===== config.mk =====
export PLATFORM = sky130hd
export DESIGN_NAME = sinc41_decim
export DESIGN_NICKNAME = d
export VERILOG_FILES = /design/src/rtl/sinc41_pkg.sv /design/src/rtl/sinc41_integ.sv /design/src/rtl/sinc41_comb.sv /design/src/rtl/sinc41_avg.sv /design/src/rtl/sinc41_decim.sv
export SDC_FILE = /design/constraint.sdc
export NUM_CORES = 2
export LEC_CHECK = 0
export ABC_AREA = 1
export BUFFER_PORTS_ARGS = -buffer_cell sky130_fd_sc_hd__buf_4
export CAP_MARGIN = 20
export CORE_ASPECT_RATIO = 0.7
export CORE_MARGIN = 2
export CORE_UTILIZATION = 67
export DETAILED_ROUTE_END_ITERATION = 8
export PLACE_DENSITY = 0.84
export REMOVE_ABC_BUFFERS = 1
export SETUP_SLACK_MARGIN = 0.3
export SLEW_MARGIN = 20
export SYNTH_ARGS = -nofsm -noshare
export SYNTH_HDL_FRONTEND = slang
export SYNTH_HIERARCHICAL = 1
export SYNTH_SLANG_ARGS = --single-unit

===== constraint.sdc =====
create_clock -name clk -period 12.47 [get_ports clk]
set_input_delay 3.1175 -clock clk [delete_from_list [all_inputs] [get_ports clk]]
set_output_delay 3.1175 -clock clk [all_outputs]
set_load 0.03 [all_outputs]

===== src/rtl/sinc41_pkg.sv =====
package sinc41_pkg;

    // Number of selectable second-stage ratios and width of the ratio counter.
    localparam int unsigned NUM_RATIOS = 9;
    localparam int unsigned RATIO_W    = 10;

    // Ratio menu; codes beyond the menu fall back to the smallest ratio.
    function automatic int unsigned ratio_of(input int unsigned code);
        case (code)
            0:       return 2;
            1:       return 4;
            2:       return 10;
            3:       return 20;
            4:       return 40;
            5:       return 100;
            6:       return 200;
            7:       return 400;
            8:       return 1000;
            default: return 2;
        endcase
    endfunction

    // Rounded scale factor so that (sum * gain) >>> gshift spans the output range
    // independently of the ratio: gain = round(2^(gshift+out_w-1) / (b * 2^stage1_bits)).
    function automatic longint unsigned gain_of(input int unsigned b,
                                                input int unsigned stage1_bits,
                                                input int unsigned out_w,
                                                input int unsigned gshift);
        longint unsigned num;
        longint unsigned quo;
        num = 64'd1 << (gshift + out_w - stage1_bits);
        quo = num / longint'(b);
        return (quo + 64'd1) >> 1;
    endfunction

    // First-stage restart/decimation bookkeeping of the top level.
    typedef struct packed {
        logic [3:0] sel;
        logic [7:0] phase;
        logic       dec;
    } top_state_t;

endpackage


===== src/rtl/sinc41_integ.sv =====
// Cascade of integrators running at the modulator sample rate.
// Each stage adds the previous stage's registered value (one adder per stage).
module sinc41_integ #(
    parameter int ORDER = 4,
    parameter int W     = 22
) (
    input  logic         clk,
    input  logic         rst_n,
    input  logic         clr,
    input  logic         en,
    input  logic         sgn,
    output logic [W-1:0] acc_out
);

    typedef struct packed {
        logic [ORDER-1:0][W-1:0] stg;
    } integ_t;

    integ_t st_d, st_q;

    always_comb begin
        st_d = st_q;
        if (clr) begin
            st_d = '0;
        end else if (en) begin
            st_d.stg[0] = st_q.stg[0] + (sgn ? W'(1) : {W{1'b1}});
            for (int k = 1; k < ORDER; k++) begin
                st_d.stg[k] = st_q.stg[k] + st_q.stg[k-1];
            end
        end
    end

    always_ff @(posedge clk) begin
        if (!rst_n) st_q <= '0;
        else        st_q <= st_d;
    end

    assign acc_out = st_q.stg[ORDER-1];

endmodule


===== src/rtl/sinc41_comb.sv =====
// Comb cascade at the decimated rate, differential delay of one.
// Flags its output valid only once ORDER decimation events have passed since a clear.
module sinc41_comb #(
    parameter int ORDER = 4,
    parameter int W     = 22
) (
    input  logic         clk,
    input  logic         rst_n,
    input  logic         clr,
    input  logic         go,
    input  logic [W-1:0] din,
    output logic [W-1:0] dout,
    output logic         vld
);

    localparam int WARM_W = $clog2(ORDER + 1);

    typedef struct packed {
        logic [ORDER-1:0][W-1:0] dly;
        logic [W-1:0]            y;
        logic                    vld;
        logic [WARM_W-1:0]       warm;
    } comb_t;

    comb_t cs_d, cs_q;
    logic [W-1:0] v_run;
    logic [W-1:0] v_dif;

    always_comb begin
        cs_d     = cs_q;
        cs_d.vld = 1'b0;
        v_run    = '0;
        v_dif    = '0;
        if (clr) begin
            cs_d = '0;
        end else if (go) begin
            v_run = din;
            for (int k = 0; k < ORDER; k++) begin
                v_dif       = v_run - cs_q.dly[k];
                cs_d.dly[k] = v_run;
                v_run       = v_dif;
            end
            cs_d.y   = v_run;
            cs_d.vld = (cs_q.warm == WARM_W'(ORDER - 1));
            if (cs_q.warm != WARM_W'(ORDER - 1)) begin
                cs_d.warm = cs_q.warm + WARM_W'(1);
            end
        end
    end

    always_ff @(posedge clk) begin
        if (!rst_n) cs_q <= '0;
        else        cs_q <= cs_d;
    end

    assign dout = cs_q.y;
    assign vld  = cs_q.vld;

endmodule


===== src/rtl/sinc41_avg.sv =====
// First-order sinc: accumulate-and-dump over a programmable window,
// then multiply-and-shift scaling with saturation to the output width.
module sinc41_avg #(
    parameter int IN_W    = 22,
    parameter int ACC_W   = 32,
    parameter int GAIN_W  = 20,
    parameter int OUT_W   = 24,
    parameter int GSHIFT  = 16,
    parameter int RATIO_W = 10
) (
    input  logic               clk,
    input  logic               rst_n,
    input  logic               clr,
    input  logic               in_vld,
    input  logic [IN_W-1:0]    din,
    input  logic [RATIO_W-1:0] ratio,
    input  logic [GAIN_W-1:0]  gain,
    output logic [OUT_W-1:0]   result,
    output logic               drdy
);

    localparam int PROD_W = ACC_W + GAIN_W + 1;
    localparam logic signed [PROD_W-1:0] SAT_HI =
        {{(PROD_W-OUT_W+1){1'b0}}, {(OUT_W-1){1'b1}}};
    localparam logic signed [PROD_W-1:0] SAT_LO =
        {{(PROD_W-OUT_W+1){1'b1}}, {(OUT_W-1){1'b0}}};

    typedef struct packed {
        logic [ACC_W-1:0]   acc;
        logic [RATIO_W-1:0] cnt;
        logic [OUT_W-1:0]   res;
        logic               rdy;
    } avg_t;

    avg_t as_d, as_q;

    logic signed [ACC_W-1:0]  total;
    logic signed [PROD_W-1:0] prod;
    logic signed [PROD_W-1:0] shifted;
    logic [OUT_W-1:0]         clipped;

    always_comb begin
        total   = $signed(as_q.acc) + $signed({{(ACC_W-IN_W){din[IN_W-1]}}, din});
        prod    = $signed({{(PROD_W-ACC_W){total[ACC_W-1]}}, total})
                * $signed({{(PROD_W-GAIN_W){1'b0}}, gain});
        shifted = prod >>> GSHIFT;
        if (shifted > SAT_HI)      clipped = SAT_HI[OUT_W-1:0];
        else if (shifted < SAT_LO) clipped = SAT_LO[OUT_W-1:0];
        else                       clipped = shifted[OUT_W-1:0];
    end

    always_comb begin
        as_d     = as_q;
        as_d.rdy = 1'b0;
        if (clr) begin
            as_d.acc = '0;
            as_d.cnt = '0;
        end else if (in_vld) begin
            if (as_q.cnt == ratio - RATIO_W'(1)) begin
                as_d.res = clipped;
                as_d.rdy = 1'b1;
                as_d.acc = '0;
                as_d.cnt = '0;
            end else begin
                as_d.acc = total;
                as_d.cnt = as_q.cnt + RATIO_W'(1);
            end
        end
    end

    always_ff @(posedge clk) begin
        if (!rst_n) as_q <= '0;
        else        as_q <= as_d;
    end

    assign result = as_q.res;
    assign drdy   = as_q.rdy;

endmodule


===== src/rtl/sinc41_decim.sv =====
module sinc41_decim #(
    parameter int DEC1   = 32,
    parameter int ORDER  = 4,
    parameter int OUT_W  = 24,
    parameter int SEL_W  = 4,
    parameter int GSHIFT = 16
) (
    input  logic             clk,
    input  logic             rst_n,
    input  logic             mod_en,
    input  logic             mod_bit,
    input  logic [SEL_W-1:0] ratio_sel,
    input  logic             restart,
    output logic [OUT_W-1:0] result,
    output logic             drdy
);
    import sinc41_pkg::*;

    localparam int PHASE_W     = $clog2(DEC1);
    localparam int STAGE1_BITS = ORDER * PHASE_W;
    localparam int CIC_W       = STAGE1_BITS + 2;
    localparam int ACC_W       = CIC_W + RATIO_W;
    localparam int GAIN_W      = GSHIFT + OUT_W - STAGE1_BITS;

    // Ratio and gain look-up, built from the package functions at elaboration.
    logic [RATIO_W-1:0] ratio_lut [NUM_RATIOS];
    logic [GAIN_W-1:0]  gain_lut  [NUM_RATIOS];

    for (genvar gi = 0; gi < NUM_RATIOS; gi++) begin : g_lut
        assign ratio_lut[gi] = RATIO_W'(ratio_of(gi));
        assign gain_lut[gi]  = GAIN_W'(gain_of(ratio_of(gi), STAGE1_BITS, OUT_W, GSHIFT));
    end

    typedef struct packed {
        logic [SEL_W-1:0]   sel;
        logic [PHASE_W-1:0] phase;
        logic               dec;
    } ctl_t;

    ctl_t ct_d, ct_q;

    logic               clr;
    logic [SEL_W-1:0]   sel_eff;
    logic [RATIO_W-1:0] ratio_cur;
    logic [GAIN_W-1:0]  gain_cur;
    logic [CIC_W-1:0]   integ_out;
    logic [CIC_W-1:0]   s4_val;
    logic               s4_vld;
    logic               take;

    assign clr       = restart | (ratio_sel != ct_q.sel);
    assign take      = mod_en & ~clr;
    assign sel_eff   = (ratio_sel < SEL_W'(NUM_RATIOS)) ? ratio_sel : '0;
    assign ratio_cur = ratio_lut[sel_eff];
    assign gain_cur  = gain_lut[sel_eff];

    always_comb begin
        ct_d     = ct_q;
        ct_d.sel = ratio_sel;
        ct_d.dec = 1'b0;
        if (clr) begin
            ct_d.phase = '0;
        end else if (mod_en) begin
            ct_d.dec = (ct_q.phase == PHASE_W'(DEC1 - 1));
            if (ct_q.phase == PHASE_W'(DEC1 - 1)) ct_d.phase = '0;
            else                                  ct_d.phase = ct_q.phase + PHASE_W'(1);
        end
    end

    always_ff @(posedge clk) begin
        if (!rst_n) ct_q <= '0;
        else        ct_q <= ct_d;
    end

    sinc41_integ #(
        .ORDER (ORDER),
        .W     (CIC_W)
    ) u_integ (
        .clk     (clk),
        .rst_n   (rst_n),
        .clr     (clr),
        .en      (take),
        .sgn     (mod_bit),
        .acc_out (integ_out)
    );

    sinc41_comb #(
        .ORDER (ORDER),
        .W     (CIC_W)
    ) u_comb (
        .clk   (clk),
        .rst_n (rst_n),
        .clr   (clr),
        .go    (ct_q.dec),
        .din   (integ_out),
        .dout  (s4_val),
        .vld   (s4_vld)
    );

    sinc41_avg #(
        .IN_W    (CIC_W),
        .ACC_W   (ACC_W),
        .GAIN_W  (GAIN_W),
        .OUT_W   (OUT_W),
        .GSHIFT  (GSHIFT),
        .RATIO_W (RATIO_W)
    ) u_avg (
        .clk    (clk),
        .rst_n  (rst_n),
        .clr    (clr),
        .in_vld (s4_vld),
        .din    (s4_val),
        .ratio  (ratio_cur),
        .gain   (gain_cur),
        .result (result),
        .drdy   (drdy)
    );

endmodule


== After elaboration in Yosys (flattened, before gate mapping) ==
Memories as Yosys holds them, arrays and structs flattened.
Cells that the tools add are included.

* Add/sub/neg operators: 13
* Reduce and logical (&&, ||, !) cells: 6
* $lt $le $gt $ge: 4
* $mul: 1
* Bitwise logic cells: 8
* Shift operators: 0
* Div/mod/pow operators: 0
* Equality and inequality tests: 5
* Muxes and demuxes: 11

{| class="wikitable"
|+ Operators with widths
! kind !! count
|-
| $add A22 B22 Y22 || 4
|-
| $sub A22 B22 Y22 || 4
|-
| $mul A32 B21 Y53 || 1
|-
| $mux W24 || 2
|-
| $mux W42 || 1
|-
| $mux W20 || 2
|-
| $gt A37 B24 Y1 const B || 1
|-
| $lt A37 B24 Y1 const B || 1
|-
| $add A32 B22 Y32 || 1
|-
| $mux W22 || 1
|-
| $mux W10 || 2
|-
| $add A10 B1 Y10 const B || 1
|-
| $eq A10 B10 Y1 || 1
|-
| $sub A10 B1 Y10 const B || 1
|-
| $reduce_or A3 Y1 || 3
|-
| $add A5 B1 Y5 const B || 1
|-
| $eq A5 B5 Y1 const B || 1
|-
| $ge A5 B5 Y1 const B || 1
|-
| $mux W5 || 1
|-
| $not A1 Y1 || 5
|-
| $not A4 Y5 || 1
|-
| $lt A4 B4 Y1 const B || 1
|-
| $mux W4 || 1
|-
| $ne A4 B4 Y1 || 1
|-
| 9 further kinds || 9
|}

* Latch bits: 0
* Register bits: 279
* Bits of input ports: 9
* Word-level logic and storage cells: 68
* Bits in read-only memories: 480
* Memory bits (writable): 0
* Memories: 2

{| class="wikitable"
|+ Memories
! name !! words !! bits a word !! rd ports !! clocked after Yosys merged registers in !! write ports !! RTL line !! RTL
|-
| (no name shown) || 16 || 20 || 1 || 0 || 0 || sinc41_decim.sv:55 || <nowiki>assign gain_cur = gain_lut[sel_eff];</nowiki>
|-
| (no name shown) || 16 || 10 || 1 || 0 || 0 || sinc41_decim.sv:54 || <nowiki>assign ratio_cur = ratio_lut[sel_eff];</nowiki>
|}

== Depth between registers and ports, before layout ==
* Depth after elaboration: 10
* Depth in mapped cells: 51
* Depth with buffers taken out: 48

== Cells and area by module ==
The synthesis kept the hierarchy.

{| class="wikitable"
|+ By module, submodules not included
! module !! area each (µm²) !! instances !! cells each
|-
| sinc41_avg || 27905.5 || 1 || 3626
|-
| sinc41_integ || 9292.7 || 1 || 1684
|-
| sinc41_comb || 8505.7 || 1 || 1233
|-
| sinc41_decim || 850.8 || 1 || 137
|}

== Least setup slack after synthesis ==
No wires, ideal clock.

* Path kind: input-to-reg
* Start: in ratio_sel[3]
* End: reg u_avg.as_q, in the netlist u_avg/result[12]
* Data required time: 12.351 ns
* Setup slack: 1.752 ns
* Path buffers: 4
* Arrival time: 10.598 ns
* Stages: 36
* Path through: buf_6 -> nor2_1 -> inv_1 -> ha_1 -> inv_1 -> nor2_1 -> clkbuf_1 -> inv_1 -> clkbuf_1 -> nor2_1 -> fa_1 -> inv_1 -> fa_1 -> inv_1 -> fa_1 -> fa_1 -> fa_1 -> fa_1 -> fa_1 -> ha_1 -> nand2_1 -> nor2_1 -> inv_1 -> nor2_1 -> nand2_1 -> nor2_1 -> nand2_1 -> nand3_1 -> nand2_1 -> nand2_1 -> nand3_1 -> nor2_1 -> nand3_2 -> a21oi_4 -> buf_6 -> a21oi_1

* Word-level cells in the longest chain between the ends: 10
* Elaborated cells between the ends (all ways): 20
* Classes of those cells: add/sub: 1; mul: 1; order compare: 3; eq/ne: 2; mux: 7; bitwise: 3; reduce/logical: 1; memory: 2

{| class="wikitable"
|+ Ends and longest elaborated chain
! item !! RTL line !! RTL
|-
| start, declared || sinc41_decim.sv:12 || <nowiki>input logic [SEL_W-1:0] ratio_sel,</nowiki>
|-
| $lt A4 B4 Y1 || sinc41_decim.sv:53 || <nowiki>assign sel_eff = (ratio_sel < SEL_W'(NUM_RATIOS)) ? ratio_sel : '0;</nowiki>
|-
| $mux W4 * || sinc41_decim.sv:53 ||
|-
| $not A4 Y5 (implied by the code) * || sinc41_decim.sv:55 ||
|-
| $mem_v2 Z16 W20 * || - ||
|-
| $mux W20 (implied by the code) * (2 in a row) || sinc41_decim.sv:55 ||
|-
| via gain_cur[8] || sinc41_decim.sv:45 || <nowiki>logic [GAIN_W-1:0] gain_cur;</nowiki>
|-
| $mul A32 B21 Y53 * || sinc41_avg.sv:45 || <nowiki>* $signed({{(PROD_W-GAIN_W){1'b0}}, gain});</nowiki>
|-
| $lt A37 B24 Y1 || sinc41_avg.sv:48 || <nowiki>else if (shifted < SAT_LO) clipped = SAT_LO[OUT_W-1:0];</nowiki>
|-
| $mux W24 || sinc41_avg.sv:48 ||
|-
| $mux W24 * || sinc41_avg.sv:47 || <nowiki>if (shifted > SAT_HI) clipped = SAT_HI[OUT_W-1:0];</nowiki>
|-
| end signal, assigned || sinc41_avg.sv:73 || <nowiki>else as_q <= as_d;</nowiki>
|-
| end, declared || sinc41_avg.sv:35 || <nowiki>avg_t as_d, as_q;</nowiki>
|}

Mark *: on every way through the listed nets, which the timed path passes. The rest lies on a longest branch. The select of a mux whose other input is x is not followed.
A chain may end at the register's enable or synchronous reset.

== Final worst setup path ==
* Start: in ratio_sel[1]
* End: reg u_avg.as_q, in the netlist u_avg/result[8]

The elaborated chain is that of the path after synthesis.

==> tab_implementation.tex <==
\begin{tabular}{lr}
\hline
Metric & Value \\
\hline
\multicolumn{2}{l}{\textbf{Yosys}} \\
\quad Number of distinct library cells after synthesis & 69 \\
\quad Top area cells in the synthesized netlist & fa\_1 (28\%), dfxtp\_1 (12\%), nand2\_1 (12\%), inv\_1 (12\%), ha\_1 (9.2\%) \\
\quad Combined area of all synthesized cells & roughly 47000 µm² \\
\quad Number of flops mapped to enable cells by yosys & 0 \\
\quad Asr flop ratio synth & 0\% \\
\quad Most used DFF post-synth & dfxtp\_1 \\
\quad Number of cells produced by synthesis & 6680 \\
\quad Share of the yosys chip area belonging to registers & roughly an eighth \\
\quad Mapped Avg Cell Area & roughly 7 µm² \\
\quad Library cell occupying the most area in the post-synthesis netlist & fa\_1 \\
\quad Top cell type's share of synthesized area & roughly 28\% \\
\quad Total of flip-flops plus latches after synthesis & 279 \\
\quad Count of yosys warnings during synthesis & 6 \\
\multicolumn{2}{l}{\textbf{Final layout}} \\
\quad Count of antenna diodes in the layout & 0 \\
\quad Most common cell after layout, fill and taps aside & nand2\_1 \\
\quad Leading cell types in the layout, fill and taps excluded & nand2\_1 (1459), inv\_1 (1456), nor2\_1 (872), fa\_1 (642), a21oi\_1 (369) \\
\quad Relative area change from synthesis to final layout & 3.38\% \\
\quad Fin cells & $\sim$7500 \\
\quad Filler Cell Count & around 5700 \\
\quad Final std cell area, no fill & roughly 48000 µm² \\
\quad Fraction of layout instances using a drive strength above 1 & 4.55\% \\
\quad Layout net count & roughly 7500 \\
\multicolumn{2}{l}{\textbf{Detailed routing}} \\
\quad Average wire per cell in the routed design & around 18 µm \\
\quad Number of nets with antenna violations after routing & 0 \\
\quad Initial DRC count & approximately 4100 \\
\quad Number of detailed-route iterations in the first pass & 8 \\
\quad Total wire length after detailed routing & 133000 µm \\
\quad Number of remaining DRC errors & 0 \\
\quad Vias & 42022 \\
\quad Avg Vias per Cell & roughly 5.6 \\
\multicolumn{2}{l}{\textbf{Setup path}} \\
\quad Worst reg2reg path endpoint & u\_avg/result[8]\$\_SDFFE\_PN0P\_ \\
\quad Required time worst endpoint & 12.96 ns \\
\quad Count of cells along the worst register-to-register path & 38 \\
\quad Crit path max fanout & 23 \\
\quad Category of the critical setup timing path & in -> reg \\
\quad Slowest-stage cell, CP & clkinv\_1 \\
\quad Critical path launch point type & input port \\
\quad Critical Path Sink & u\_avg/result[8]\$\_SDFFE\_PN0P\_ \\
\quad Arrival time reported for the critical path endpoint & around 12 ns \\
\quad Nature of the critical path endpoint & flop \\
\quad Source of the worst register-to-register timing path & u\_comb/dout[21]\$\_SDFFE\_PP0P\_ \\
\quad R2R Setup Slk & 2.12 ns \\
\quad Crit path from & ratio\_sel[1] \\
\quad Crit path largest cell delay & 0.67 ns \\
\multicolumn{2}{l}{\textbf{Floorplanning}} \\
\quad Area of the core & 68500 µm² \\
\quad Std cell rows & 80 \\
\quad Die Area & slightly above 70000 µm² \\
\quad Die outline height & around 220 µm \\
\quad Die width & 319 µm \\
\quad Initial cell density of the core & roughly 68\% \\
\quad Total I/O pin count & 34 \\
\multicolumn{2}{l}{\textbf{Job}} \\
\quad Count of maximum capacitance violations & 0 \\
\multicolumn{2}{l}{\textbf{CTS}} \\
\quad TritonCTS Sinks & 279 \\
\quad TritonCTS clock tree & yes \\
\quad \# Post-CTS Setup Buffers & 0 \\
\quad Cells resized by post-CTS repair & 0 \\
\quad Cell chosen for the clock root & clkbuf\_16 \\
\quad Number of CTS-inserted buffers & 31 \\
\quad \# H-tree levels & 1 \\
\quad CTS Hold Buffers Added & 0 \\
\quad Worst-path clk slew & 0.06 ns \\
\quad Number of buffers on the longest clock path & 3 \\
\quad Source-to-sink clock delay at the later pin of the worst-skew pair & a little over 0.6 ns \\
\multicolumn{2}{l}{\textbf{Timing}} \\
\quad Period utilization & approximately 90\% \\
\quad Unrepaired setup endpoints after global routing & no \\
\quad Setup Viol. Count Final & 0 \\
\quad Worst clock skew & between 0.01 and 0.015 ns \\
\quad Highest clock frequency the design can meet & 0.0869 GHz \\
\quad Final worst-path setup slack & between 0.9 and 1 ns \\
\quad Final max-slew violation count & 0 \\
\quad Actual transition at the worst max-transition pin & $\sim$0.97 ns \\
\quad Relative slew margins & between 30\% and 40\% \\
\quad Final Critical Period & approximately 12 ns \\
\quad Number of hold violations in the final report & 0 \\
\quad Total Negative Setup Slacks & 0 ns \\
\multicolumn{2}{l}{\textbf{Placed design}} \\
\quad Worst setup timing slack at the placement stage & 0.587 ns \\
\quad Sum of net half-perimeters after detailed placement & 109000 µm \\
\quad DP Area & $\sim$47000 µm² \\
\quad Cell total after placement & 7421 \\
\quad Number of I/O port buffers & 33 \\
\quad Weighted congestion at the end of routability-driven global placement & slightly above 1 \\
\multicolumn{2}{l}{\textbf{GRT}} \\
\quad Met3 demand-to-capacity share in global routing & 16.1\% \\
\quad Initial antenna violation count & 2 \\
\quad Wire length of the first global-routing pass & about 220000 µm \\
\quad Met1 Track Usage GR & a little under three fifths \\
\quad Congestion Overflow GR & 0 \\
\quad Vias in the first global route & 41151 \\
\quad Largest net degree at the start of global routing & 96 \\
\quad Busiest layer in global routing & met1 \\
\quad Met2 routing resource usage after global routing & 53.6\% \\
\quad Total global-route track usage & between 30\% and 40\% \\
\multicolumn{2}{l}{\textbf{Worst hold path}} \\
\quad Hold/Removal Path Class & reg -> reg \\
\multicolumn{2}{l}{\textbf{Power and ir drop}} \\
\quad Worst IR drop on VDD & 0.133 mV \\
\quad Reported leakage power & $\sim$27 nW \\
\quad Pwr/cell area & a little under 50 nW/µm² \\
\multicolumn{2}{l}{\textbf{Status}} \\
\quad Result of the run & complete, no violations \\
\hline
\end{tabular}
[kinds of logic after synthesis]
logic type | synth area share (%)
AOI/OAI and AO/OA | 9.00
DFF | 12.0
muxes | 0.0215
adders and majority gates | 36.8
buffers and inverters | 14.9
xor gates and xnor gates | 3.36
and+or+nand+nor | 23.9
other | 0.00806
[worst max-delay path: cells and delay by family]
family	cells	cell delay, ns
buffers and inverters	8	2.01
AOI/OAI and AO/OA	2	0.23
adders and majority gates	9	4.30
and+or+nand+nor	16	2.31
[sequential cells by signal, summed over array words and instances, names as in the netlist]
name	flops
ct_q	10
u_comb/vld	1
u_avg/drdy	1
u_comb/dout	22
u_comb/cs_q	91
u_avg/result	24
u_avg/as_q	42
u_integ/st_q	66
u_integ/acc_out	22
[worst min-delay path by stage]
stage,start,end,depth (start not counted)
after CTS,u_comb/cs_q[42]$_SDFFE_PP0P_,u_comb/cs_q[42]$_SDFFE_PP0P_,2
after detailed placement,u_comb/cs_q[42]$_SDFFE_PP0P_,u_comb/cs_q[42]$_SDFFE_PP0P_,2
final,u_comb/cs_q[36]$_SDFFE_PP0P_,u_comb/cs_q[36]$_SDFFE_PP0P_,2
after global placement,u_comb/cs_q[38]$_SDFFE_PP0P_,u_comb/cs_q[38]$_SDFFE_PP0P_,2
after floorplan,u_comb/cs_q[28]$_SDFFE_PP0P_,u_comb/cs_q[28]$_SDFFE_PP0P_,2
after global routing,u_comb/cs_q[38]$_SDFFE_PP0P_,u_comb/cs_q[38]$_SDFFE_PP0P_,2
[power by group]
group	switching [mW]	internal [mW]
combinational	0.306	0.145
clock	0.416	0.564
sequential	0.000681	0.892
[layout make-up]
cell class	count	area, µm²	share of cell area [%]
flip-flops and latches	279	5590	11.6
clock inverters	16	193	0.400
well taps	902	1130	2.34
clock buffers	42	887	1.84
multi-input cells	4660	34100	70.9
repair buffers	78	586	1.22
inverters	1502	5640	11.7
[metal layers]
layer  vias up  part of all wire [%]
met1     19752                    43
met4         6                   1.9
met3       208                    15
met2      2302                    39
met5         -                  0.14
li1      19754                     -
[through the flow]
| stage | power [mW] | util, % | hold slack (ns) |
|---|---|---|---|
| after floorplan | 1.23 | - | 0.439 |
| after global placement | 1.33 | 68.7 | 0.446 |
| after detailed placement | 1.34 | 68.7 | 0.453 |
| after CTS | 2.32 | 70.3 | 0.463 |
| after global routing | 2.42 | 70.3 | 0.488 |
| final | 2.32 | 70.3 | 0.460 |
[Yosys cell counts (all sizes together), types with 109 or more instances]
master     n
inv     1484
nand2   1479
nor2     908
fa       643
a21oi    392
ha       342
dfxtp    279
o21ai    270
nand3    232
clkbuf   135
xor2     113
buf      109
No activity file was read; power rests on OpenSTA's default activity.
